$ cat config.mk
export PLATFORM = sky130hd
export DESIGN_NAME = bus_slave_resp
export DESIGN_NICKNAME = d
export VERILOG_FILES = /design/src/rtl/bus_slave_resp.sv
export SDC_FILE = /design/constraint.sdc
export NUM_CORES = 1
export LEC_CHECK = 0
export BUFFER_PORTS_ARGS = -buffer_cell sky130_fd_sc_hd__buf_2
export CAP_MARGIN = 10
export CORE_MARGIN = 4
export CORE_UTILIZATION = 51
export DETAILED_ROUTE_END_ITERATION = 16
export PLACE_DENSITY = 0.78
export SETUP_SLACK_MARGIN = 0.15
export SLEW_MARGIN = 10
export SYNTH_ARGS = -nofsm -noshare
export SYNTH_HDL_FRONTEND = slang
export SYNTH_SLANG_ARGS = --single-unit
$ cat constraint.sdc
create_clock -name clk -period 2.6 [get_ports clk]
set_clock_uncertainty 0.1 [all_clocks]
set_input_delay 0.52 -clock clk [delete_from_list [all_inputs] [get_ports clk]]
set_output_delay 0.52 -clock clk [all_outputs]
set_load 0.05 [all_outputs]
$ cat src/rtl/bus_slave_resp.sv
module bus_slave_resp #(
  parameter int MASTERS       = 8,
  parameter int MAX_WAIT      = 16,
  parameter int WAIT_W        = 5,
  parameter bit SPLIT_CAPABLE = 1'b1
) (
  input  logic                       clk,
  input  logic                       rst_n,
  input  logic                       sel_i,
  input  logic [1:0]                 trans_i,
  input  logic                       write_i,
  input  logic [$clog2(MASTERS)-1:0] master_i,
  input  logic                       ready_i,
  input  logic [1:0]                 outcome_i,
  input  logic [WAIT_W-1:0]          wait_req_i,
  input  logic                       resume_i,
  output logic                       ready_o,
  output logic [1:0]                 resp_o,
  output logic                       wr_en_o,
  output logic [MASTERS-1:0]         unsplit_o
);
  localparam int IDW = $clog2(MASTERS);
  localparam int CW  = $clog2(MAX_WAIT + 1);
  localparam logic [1:0] OKAY = 2'b00, ERR = 2'b01, RETRY = 2'b10, SPLIT = 2'b11;

  typedef enum logic [1:0] {PH_FREE, PH_WAIT, PH_FIRST, PH_SECOND} ph_t;

  ph_t            ph;
  logic [1:0]     code;
  logic [CW-1:0]  cnt;
  logic           wr_q;
  logic           held;
  logic [IDW-1:0] held_id;
  logic           drop;
  logic [CW-1:0]  wclip;
  logic           take;

  assign ready_o = !(ph == PH_WAIT || ph == PH_FIRST);
  assign resp_o  = code;
  assign wclip   = (32'(wait_req_i) > MAX_WAIT) ? CW'(MAX_WAIT) : CW'(wait_req_i);
  assign take    = sel_i && ready_i && ready_o && trans_i[1] && !(drop && trans_i == 2'b11);

  always_ff @(posedge clk or negedge rst_n) begin
    if (!rst_n) begin
      ph        <= PH_FREE;
      code      <= OKAY;
      cnt       <= '0;
      wr_q      <= 1'b0;
      held      <= 1'b0;
      held_id   <= '0;
      drop      <= 1'b0;
      wr_en_o   <= 1'b0;
      unsplit_o <= '0;
    end else begin
      wr_en_o   <= 1'b0;
      unsplit_o <= '0;
      if (held && resume_i) begin
        unsplit_o <= MASTERS'(1) << held_id;
        held      <= 1'b0;
      end
      case (ph)
        PH_WAIT: begin
          if (cnt <= CW'(1)) begin
            ph      <= PH_FREE;
            wr_en_o <= wr_q;
          end else begin
            cnt <= cnt - CW'(1);
          end
        end
        PH_FIRST: ph <= PH_SECOND;
        default: begin
          ph   <= PH_FREE;
          code <= OKAY;
        end
      endcase
      if (take) begin
        if (trans_i == 2'b10) drop <= 1'b0;
        wr_q <= write_i;
        case (outcome_i)
          2'b00: begin
            ph      <= PH_FREE;
            code    <= OKAY;
            wr_en_o <= write_i;
          end
          2'b01: begin
            code <= OKAY;
            if (wclip == '0) begin
              ph      <= PH_FREE;
              wr_en_o <= write_i;
            end else begin
              ph  <= PH_WAIT;
              cnt <= wclip;
            end
          end
          2'b10: begin
            ph <= PH_FIRST;
            if (SPLIT_CAPABLE && !held) begin
              code    <= SPLIT;
              held    <= 1'b1;
              held_id <= master_i;
            end else begin
              code <= RETRY;
            end
          end
          default: begin
            ph   <= PH_FIRST;
            code <= ERR;
            drop <= 1'b1;
          end
        endcase
      end
    end
  end
endmodule

==> key figures, run 1 <==
STA
  – RSZ-0062 raised after global routing: false
  – Slew Viols, Final: 0
  – Setup TNS: 0 ns
  – Measured slew at the worst slew-check pin: 0.6520 ns
  – Period utilisation layout: 82.91%
  – Maximum clock rate: 463.9 MHz
  – Relative slew slack: 56.15%
  – Endpoints failing setup: 0
  – Tmin final: 2.156 ns
  – Post-route setup slack: 0.4443 ns
  – Hold Fails Final Rpt: 0

Detailed routing
  – 1st-iter DRT viols: 17
  – Vias per cell: 5.449
  – Per-cell routed wire length: 14.51 um
  – # DRC: 0
  – Via count: 910
  – Drt total wl: 2424 um
  – Drt pass-1 iters: 4
  – Antenna Violating Nets Remaining: 0

Status
  – Status: complete, no violations

Clocking
  – Worst skew pair latency: 0.32 ns
  – Clock transition at path regs: 0.14 ns
  – TritonCTS buffer count: 3
  – Cts hold-fix bufs: 0
  – Clock root buffer: clkbuf_4
  – Post-CTS Setup Repair Bufs: 0
  – Clock Tree Buf Depth: 2
  – Sink Count: 24
  – H-tree depth: 1
  – TritonCTS clock tree: built
  – Gates resized, CTS repair: 0

Synthesis
  – Dominant cell type by area after synthesis: dfrtp_1
  – Post-synthesis net count: 129
  – Ys async rst share: 100.0%
  – Area share of the largest cell type after synthesis: 52.63%
  – Sequential share of the synthesized area: 52.63%
  – Mapped cell area: 1141 sq um
  – EDFF count, synth: 0
  – Syn_area_per_cell: 10.66 sq um
  – Top cells by area, synth: dfrtp_1 (53%), ha_1 (4.4%), mux2_2 (3.9%)
  – Cells after Synth: 107
  – Distinct cells, synth: 35
  – Synth warn: 0
  – Primary FF master, synth: dfrtp_1
  – Yosys reg bits: 24

Critical path
  – CP Class: register to register
  – Worst EP arrival: 2.27 ns
  – Critical Path RT: 2.72 ns
  – CP endpoint kind: register
  – CP Max Fanout: 6
  – Worst Setup Start Kind: register

Power
  – VDD IR-drop max: 0.0007535 V
  – Total power per unit cell area: 943.7 nW/um^2
  – Switching share of power: 37.11%
  – Clock share of power: 20.9%
  – Internal power: 0.0008146 W
  – Sw power: 0.0004808 W
  – LEAKAGE: 0.6657 nW
  – Sequential share of power: 42.7%
  – Combinational Power Share: 36.4%

Floorplan
  – Initial Utilization: 55.88%
  – IO Count: 30
  – Row cnt: 16
  – Core footprint: 2042 sq um
  – Die Y: 55.30 um
  – DIE WIDTH: 55.30 um
  – Total die area: 3058 sq um

GRT
  – Number of global-route vias before repair: 937
  – Initial antenna violation count: 0
  – Pin count of the biggest net entering global routing: 25
  – GRT Util Overall: 16.81%
  – Grt total ovfl: 0
  – First-pass GRT wire length: 4105 um

Cells and area
  – Share of layout cells above drive strength 1: 30.71%
  – Fillers: 180
  – Nets: 163
  – Synth-to-Final Area Change: 20.29%
  – ANT cells: 0

Flow run
  – Max-Cap Viols: 0

Placed design
  – Place WS: 0.4571 ns
  – Port bufs: 29
  – Placer Congestion: 0.8325
  – Detailed Place HPWL: 1891 um

Worst hold path
  – Class of the worst hold path: input port to asynchronous set/reset pin
==> synthesized netlist by cell type, types with 2 or more instances <==
library cell	number
a211oi_1	2
a21boi_0	2
a21o_1	2
a21oi_1	3
dfrtp_1	24
ha_1	4
inv_1	9
mux2_2	4
mux2i_1	3
nand2_1	9
nand2b_1	2
nor2_1	6
nor3_1	7
o21ai_0	7
o22ai_1	2
or3_1	2
==> metal layers <==
layer | vias to the layer above | track usage [%] | part of all wire, %
met5 | - | 0 | 0
met4 | 0 | 5.556 | 0.83
met3 | 4 | 3.263 | 4.0
met2 | 20 | 30.07 | 53
met1 | 434 | 20.03 | 42
li1 | 452 | - | -
==> worst paths after layout <==
kind,startpoint,endpoint,slack (ns),depth (start not counted)
worst max-delay path,ph[1],held_id[0],0.44,5
min in group clk,master_i[2],held_id[2],0.33,2
worst min register to register,drop,drop,0.42,2
worst max register to register,ph[1],held_id[0],0.44,5
max in group asynchronous,rst_n,unsplit_o[3],2.00,1
worst min-delay path,rst_n,ph[0],0.05,1
==> state kept, by name (all words and copies together), names as in the netlist <==
name / cells
drop: 1
ph: 2
resp_o: 2
wr_q: 1
held: 1
cnt: 5
wr_en_o: 1
held_id: 3
unsplit_o: 8
==> cells in the final DEF, fill, tap and decap left out <==
cell type   n
a211oi_1    2
a21boi_0    2
a21o_1      2
a21oi_1     3
a22o_1      1
a2bb2oi_1   1
a31o_2      1
a32oi_1     1
and2_1      1
buf_2      29
bufinv_16   1
clkbuf_4    3
dfrtp_1    24
ha_1        4
inv_1       9
mux2_2      4
mux2i_1     3
nand2_1     9
nand2b_1    2
nand3_1     1
nand4_2     1
nor2_1      6
nor2b_1     1
nor3_1      7
nor3_4      1
nor3b_1     1
nor4_1      1
o21ai_0     7
o21ai_1     1
o21bai_1    1
o22ai_1     2
o32ai_1     1
or2_1       1
or2_2       1
or3_1       2
or3b_4      1
or4_1       1
or4b_2      1
==> power by group through the flow <==
stage	clock network, W	logic, W	registers, W
6_report	0.000271	0.000471	0.000553
2_1_floorplan	0	0.000341	0.000565
4_1_cts	0.000273	0.000477	0.000551
3_5_place_dp	0	0.000474	0.000560
3_3_place_gp	0	0.000450	0.000555
5_1_grt	0.000288	0.000531	0.000571
==> metrics by stage <==
step	cells	hold slack [ns]	area, sq um	power, W	utilization (%)
5_1_grt	167	0.07812	1373	0.001390	67.22
2_1_floorplan	107	0.1244	1141	0.0009054	-
3_3_place_gp	163	0.3921	1320	0.001006	64.64
4_1_cts	167	0.06829	1373	0.001302	67.22
6_report	167	0.04940	1373	0.001295	67.22
3_5_place_dp	163	0.3952	1320	0.001034	64.64
==> kinds of logic (layout without fill, tap and decap cells) <==
logic type	Yosys count	in the layout	synth area share (%)
multiplexers	7	7	6.579
adder cells (fa/ha/maj)	4	4	4.386
buffers and inverters	9	42	2.960
flip-flops	24	24	52.63
AO/OA/AOI/OAI	25	25	14.36
AND/OR/NAND/NOR	38	38	19.08
==> area by class of cell <==
| type | count | area [sq um] | share of cell area [%] |
|---|---|---|---|
| Tap cell | 27 | 33.78 | 2.461 |
| Clock inverter | 1 | 30.03 | 2.188 |
| Sequential cell | 24 | 600.6 | 43.76 |
| Timing Repair Buffer | 29 | 145.1 | 10.57 |
| Multi-Input combinational cell | 74 | 506.7 | 36.92 |
| Clock buffer | 3 | 22.52 | 1.641 |
| Inverter | 9 | 33.78 | 2.461 |
==> critical path, stage by stage (launching register included) <==
cell and delay (ns):
dfrtp_1 0.42, ha_1 0.35, nand4_2 0.18, or3b_4 0.45, nor3_4 0.20, mux2_2 0.36
Power figures use the tool's default switching activity.
==> run 2: changes to the inputs <==
==> constraint.sdc (replaced) <==
create_clock -name clk -period 2.2 [get_ports clk]
set_clock_uncertainty 0.1 [all_clocks]
set_input_delay 0.44 -clock clk [delete_from_list [all_inputs] [get_ports clk]]
set_output_delay 0.44 -clock clk [all_outputs]
set_load 0.05 [all_outputs]
==> run 2 against run 1 <==
Sequential share of layout area is 3.2 points lower. Non-clock buffer count is 8 higher. Core utilization is 5.3 points higher. Clock power is 16% higher. Critical path depth stayed put. Fmax is 3.9% higher. Setup slack worse by 0.32 ns. Combinational power is 45% higher. First-iteration DRC count is 76% higher. Routed wire length is 6.2% higher. Cell count is 4.8% higher. Die area stayed put.
==> key figures, run 2 (synthesis gave the netlist of run 1 again) <==
Clocking
  – Clock root buffer: clkbuf_4 (unchanged)
  – Sink Count: 24 (unchanged)
  – H-tree depth: 1 (unchanged)
  – Clock Tree Buf Depth: 2 (unchanged)
  – Clock transition at path regs: 0.13 ns (was 0.14 ns)
  – Worst skew pair latency: 0.31 ns (was 0.32 ns)
  – TritonCTS buffer count: 3 (unchanged)
  – TritonCTS clock tree: built (unchanged)

Critical path
  – Worst EP arrival: 2.19 ns (was 2.27 ns)
  – Critical Path RT: 2.31 ns (was 2.72 ns)
  – CP Class: register to register (unchanged)
  – CP endpoint kind: register (unchanged)
  – Worst Reg2Reg Path Length in Cells: 5 (unchanged)
  – CP Max Fanout: 5 (was 6)
  – Worst Setup Start Kind: register (unchanged)
  – Reg2reg end: held_id[1] (was held_id[0])
  – Reg2reg start: ph[1] (unchanged)
  – R2R setup slack: 0.12 ns (was 0.44 ns)
  – Critical Path Source: ph[1] (unchanged)
  – Setup crit end: held_id[1] (was held_id[0])

Cells and area
  – Largest regs: unsplit_o (8), cnt (5), held_id (3) (unchanged)
  – Non-filler instance count after layout: 175 (was 167)
  – Synth-to-Final Area Change: 29.82% (was 20.29%)
  – Most frequent cells in the layout: buf_2 (29), dfrtp_1 (24), nand2_1 (9) (was buf_2 (29), dfrtp_1 (24), inv_1 (9), nand2_1 (9))
  – Final Cell Area: 1481 sq um (was 1373 sq um)
  – Core Util, Final: 72.55% (was 67.22%)
  – ANT cells: 0 (unchanged)
  – Number of flip-flops in the largest register: 8 (unchanged)
  – Most common cell after layout, fill and taps aside: buf_2 (unchanged)
  – Share of layout cells above drive strength 1: 36.49% (was 30.71%)
  – Top reg by flops: unsplit_o (unchanged)
  – Nets: 171 (was 163)

Power
  – Power, Total: 0.001662 W (was 0.001295 W)
  – Total power per unit cell area: 1122 nW/um^2 (was 943.7 nW/um^2)
  – VDD IR-drop max: 0.0009891 V (was 0.0007535 V)
  – LEAKAGE: 0.7083 nW (was 0.6657 nW)

GRT
  – Pin count of the biggest net entering global routing: 25 (unchanged)
  – Grt total ovfl: 0 (unchanged)
  – First-pass GRT wire length: 4071 um (was 4105 um)
  – GRT Util Overall: 16.47% (was 16.81%)
  – Initial antenna violation count: 0 (unchanged)
  – Number of global-route vias before repair: 973 (was 937)

STA
  – Measured slew at the worst slew-check pin: 0.5170 ns (was 0.6520 ns)
  – Relative slew slack: 65.53% (was 56.15%)
  – RSZ-0062 raised after global routing: true (was false)
  – Slew Viols, Final: 0 (unchanged)
  – Hold Fails Final Rpt: 0 (unchanged)
  – Period utilisation layout: 94.35% (was 82.91%)
  – Endpoints failing setup: 0 (unchanged)
  – Tmin final: 2.076 ns (was 2.156 ns)
  – Maximum clock rate: 481.8 MHz (was 463.9 MHz)
  – Setup TNS: 0 ns (unchanged)

Floorplan
  – Row cnt: 16 (unchanged)
  – Die Y: 55.30 um (unchanged)
  – Initial Utilization: 55.88% (unchanged)
  – Total die area: 3058 sq um (unchanged)
  – DIE WIDTH: 55.30 um (unchanged)
  – IO Count: 30 (unchanged)
  – Core footprint: 2042 sq um (unchanged)

Worst hold path
  – Hold Path Cell Cnt: 2
  – Class of the worst hold path: input port to register (was input port to asynchronous set/reset pin)

Detailed routing
  – Drt total wl: 2574 um (was 2424 um)
  – Per-cell routed wire length: 14.71 um (was 14.51 um)
  – Antenna Violating Nets Remaining: 0 (unchanged)
  – # DRC: 0 (unchanged)
  – 1st-iter DRT viols: 30 (was 17)
  – Drt pass-1 iters: 4 (unchanged)
  – Vias per cell: 5.583 (was 5.449)
  – Via count: 977 (was 910)

Placed design
  – Placer Congestion: 0.8610 (was 0.8325)
  – Port bufs: 29 (unchanged)
  – Placed insts: 165 (was 163)
  – Placed Area: 1356 sq um (was 1320 sq um)
  – Detailed Place HPWL: 1862 um (was 1891 um)

Status
  – Status: complete, no violations (unchanged)

Flow run
  – Max-Cap Viols: 0 (unchanged)
## run 2: changes by cell type in the layout (fill, tap and decap cells not counted), moves of 2 or more
cell | previous run | this run
buf_4 | 0 | 7
ha_1 | 4 | 2
ha_4 | 0 | 2
mux2_2 | 4 | 2
mux2_4 | 0 | 2
## run 2: per-stage QoR
step                setup slack [ns]  hold WS [ns]
global route                 0.04931        0.2263
finish                        0.1244        0.2517
CTS                           0.1561        0.2429
floorplan                     0.1246       0.04441
detailed placement            0.1553        0.3411
global placement              0.1936        0.3328
## run 2: timing repair
item / CTS / global route
hold endpoints to repair: 24 / 0
hold buffers: 1 / 0
setup endpoints to repair: 3 / 5
setup buffers: 2 / 3
gates resized for setup: 0 / 6
## run 2: worst min-delay path by stage
stage | endpoint | slack [ns] | startpoint
2_1_floorplan | cnt[0] | 0.04 | rst_n
3_3_place_gp | ph[0] | 0.33 | rst_n
3_5_place_dp | ph[0] | 0.34 | rst_n
4_1_cts | held_id[1] | 0.24 | master_i[1]
5_1_grt | held_id[0] | 0.23 | master_i[0]
6_report | held_id[1] | 0.25 | master_i[1]
## run 2: layout make-up
type	count	area [sq um]
flip-flops and latches	24	600.6
clock buffers	3	22.52
fillers	156	560.5
inverters	9	33.78
well taps	27	33.78
repair buffers	37	207.7
clock inverters	1	30.03
multi-input cells	74	553.0
## run 2: worst max-delay path: stages (launching register included)
cell and delay, ns:
dfrtp_1 0.44, ha_4 0.31, nand4_4 0.13, or3b_4 0.42, nor3_4 0.22, mux2_2 0.36
## run 2: where the power goes
part	switching, W	leakage, nW	internal, W
Clock	0.000131	0.0279	0.000184
Sequential	0.000108	0.316	0.000555
Combinational	0.000373	0.364	0.000311
Total	0.000611	0.708	0.00105
## run 2: layer usage
| layer | up-vias | global-route usage (%) | share of wire (%) |
|---|---|---|---|
| li1 | 465 | - | - |
| met1 | 466 | 19.91 | 40 |
| met2 | 40 | 27.53 | 53 |
| met3 | 6 | 3.963 | 5.8 |
| met4 | 0 | 7.639 | 1.2 |
| met5 | - | 0 | 0 |
==> run 3: changes to the inputs <==
--- a/config.mk
+++ b/config.mk
@@ -11,6 +11,7 @@
 export CORE_UTILIZATION = 51
 export DETAILED_ROUTE_END_ITERATION = 16
 export PLACE_DENSITY = 0.78
+export REMOVE_ABC_BUFFERS = 1
 export SETUP_SLACK_MARGIN = 0.15
 export SLEW_MARGIN = 10
 export SYNTH_ARGS = -nofsm -noshare
==> run 3 against run 2 <==
Count of clock-buffer cells in the layout stayed put. Combinational power up 1%. First-iteration DRC count is 10% higher. Flip-flop and latch count is the same. Clock power hardly changed. Global-route usage grew 1.0 points. Die area stayed put. Cell area is 2.2% higher. Non-clock buffer count rose by 3. Routed wire length increased by 3.8%. Largest power group unchanged. Highest routed layer unchanged.
==> key figures, run 3 (synthesis gave the netlist of run 1 again) <==
Status
  – Status: complete, no violations (unchanged)

Power
  – VDD IR-drop max: 0.0008818 V (was 0.0009891 V)
  – Power, Total: 0.001668 W (was 0.001662 W)
  – Total power per unit cell area: 1102 nW/um^2 (was 1122 nW/um^2)
  – LEAKAGE: 0.7259 nW (was 0.7083 nW)

Critical path
  – Stages on the worst setup path: 6 (was 5)
  – CP Max Fanout: 6 (was 5)
  – Worst Reg2Reg Path Length in Cells: 6 (was 5)
  – CP Class: register to register (unchanged)
  – Critical Path RT: 2.31 ns (about the same)
  – Reg2reg end: cnt[3] (was held_id[1])
  – CP endpoint kind: register (unchanged)
  – Crit path largest cell delay: 0.63 ns (was 0.44 ns)
  – R2R setup slack: 0.18 ns (was 0.12 ns)
  – Worst Setup Start Kind: register (unchanged)
  – CP Cell Sequence: inv_1 > ha_2 > or4b_2 > nor3b_1 > a21oi_1 > o32ai_1 (was ha_4 > nand4_4 > or3b_4 > nor3_4 > mux2_2)
  – Buf/Inv on CP: 1 (was 0)
  – Worst EP arrival: 2.13 ns (was 2.19 ns)
  – Slowest cell on crit path: or4b_2 (was dfrtp_1)
  – Crit-path leading delay family: simple AND/OR/NAND/NOR gates (unchanged)
  – Reg2reg start: ph[1] (unchanged)
  – Critical Path Source: ph[1] (unchanged)
  – Setup crit end: cnt[3] (was held_id[1])

Placed design
  – Detailed Place HPWL: 1819 um (was 1862 um)
  – Placer Congestion: 0.7909 (was 0.8610)
  – Port bufs: 29 (unchanged)

Floorplan
  – Core footprint: 2042 sq um (unchanged)
  – IO Count: 30 (unchanged)
  – Initial Utilization: 55.88% (unchanged)
  – Row cnt: 16 (unchanged)
  – Die Y: 55.30 um (unchanged)
  – Total die area: 3058 sq um (unchanged)
  – DIE WIDTH: 55.30 um (unchanged)

GRT
  – Initial antenna violation count: 0 (unchanged)
  – First-pass GRT wire length: 4319 um (was 4071 um)
  – Pin count of the biggest net entering global routing: 25 (unchanged)
  – Met2 Use GR: 29.39% (was 27.53%)
  – Met3 GRT Util: 2.797% (was 3.963%)
  – Met1 usage in global routing: 22.71% (was 19.91%)
  – Grt total ovfl: 0 (unchanged)
  – Number of global-route vias before repair: 952 (was 973)
  – GRT Util Overall: 17.49% (was 16.47%)
  – GRT busiest layer: met2 (unchanged)

Cells and area
  – Number of flip-flops in the largest register: 8 (unchanged)
  – ANT cells: 0 (unchanged)
  – Largest regs: unsplit_o (8), cnt (5), held_id (3) (unchanged)
  – Synth-to-Final Area Change: 32.68% (was 29.82%)
  – Multi-input gate area: 563.0 sq um (was 553.0 sq um)
  – Most frequent cells in the layout: buf_2 (29), dfrtp_1 (24), buf_4 (10) (was buf_2 (29), dfrtp_1 (24), nand2_1 (9))
  – Share of layout cells above drive strength 1: 40.40% (was 36.49%)
  – Top reg by flops: unsplit_o (unchanged)
  – Register area: 600.6 sq um (unchanged)
  – Nets: 174 (was 171)
  – Most common cell after layout, fill and taps aside: buf_2 (unchanged)
  – Fillers: 152 (was 156)

Clocking
  – Worst skew pair latency: 0.32 ns (was 0.31 ns)
  – TritonCTS buffer count: 3 (unchanged)
  – Sink Count: 24 (unchanged)
  – TritonCTS clock tree: built (unchanged)
  – H-tree depth: 1 (unchanged)
  – Clock Tree Buf Depth: 2 (unchanged)
  – Clock root buffer: clkbuf_4 (unchanged)
  – Clock transition at path regs: 0.13 ns (about the same)

STA
  – Tmin final: 2.021 ns (was 2.076 ns)
  – Relative slew slack: 66.62% (was 65.53%)
  – Measured slew at the worst slew-check pin: 0.5007 ns (was 0.5170 ns)
  – Maximum clock rate: 494.7 MHz (was 481.8 MHz)
  – Slew Viols, Final: 0 (unchanged)
  – Endpoints failing setup: 0 (unchanged)
  – Fin Hold WS: 0.2428 ns (was 0.2517 ns)
  – Period utilisation layout: 91.88% (was 94.35%)
  – RSZ-0062 raised after global routing: true (unchanged)
  – Setup TNS: 0 ns (unchanged)
  – Hold Fails Final Rpt: 0 (unchanged)

Detailed routing
  – # DRC: 0 (unchanged)
  – 1st-iter DRT viols: 33 (was 30)
  – Via count: 954 (was 977)
  – Per-cell routed wire length: 15.02 um (was 14.71 um)
  – Antenna Violating Nets Remaining: 0 (unchanged)
  – Drt pass-1 iters: 4 (unchanged)
  – Drt total wl: 2673 um (was 2574 um)
  – Vias per cell: 5.360 (was 5.583)

Worst hold path
  – Class of the worst hold path: input port to register (unchanged)
  – Hold Crit Start: master_i[2] (was master_i[1])

Flow run
  – Max-Cap Viols: 0 (unchanged)
[run 3: changes by cell type in the layout (fill, tap and decap cells not counted), sizes merged]
cell	change
buf	+3
[run 3: cell type report]
class / instances / area share (%)
Sequential cell: 24 / 39.67
Clock buffer: 3 / 1.488
Tap cell: 27 / 2.231
Clock inverter: 1 / 1.983
Timing Repair Buffer: 40 / 15.21
Multi-Input combinational cell: 74 / 37.19
Inverter: 9 / 2.231
[run 3: worst min-delay path by stage]
| stage | slack [ns] | cells past startpoint | to |
|---|---|---|---|
| 6_report | 0.24 | 2 | held_id[2] |
| 5_1_grt | 0.23 | 2 | held_id[1] |
| 4_1_cts | 0.25 | 3 | cnt[2] |
| 3_5_place_dp | 0.34 | 1 | ph[1] |
| 3_3_place_gp | 0.33 | 1 | ph[0] |
| 2_1_floorplan | 0.04 | 0 | cnt[0] |
[run 3: report_power, final]
group / switching (W) / internal, W / total [W]
Sequential: 0.000105 / 0.000555 / 0.000660
Clock: 0.000131 / 0.000184 / 0.000315
Combinational: 0.000372 / 0.000321 / 0.000693
[run 3: per-layer routing]
| metal | wire [um] | vias up |
|---|---|---|
| met3 | 94 | 5 |
| met2 | 1418 | 19 |
| met5 | 0 | - |
| met4 | 34 | 0 |
| met1 | 1126 | 458 |
| li1 | - | 472 |
[run 3: repair_timing]
item,4_1_cts,5_1_grt
resized for setup,5,7
buffers inserted,5,3
endpoints found under the hold margin,24,0
pin swaps,4,5
hold buffers,1,0
endpoints found under the setup margin,4,10
[run 3: through the flow]
stage / util, % / setup slack, ns / instance area [sq um] / cells
after floorplan: - / -0.1560 / 1141 / 107
after global placement: 65.38 / 0.1312 / 1335 / 165
after detailed placement: 65.38 / 0.04584 / 1335 / 165
after CTS: 71.88 / 0.1220 / 1468 / 175
after global routing: 74.14 / 0.08938 / 1514 / 178
final: 74.14 / 0.1786 / 1514 / 178
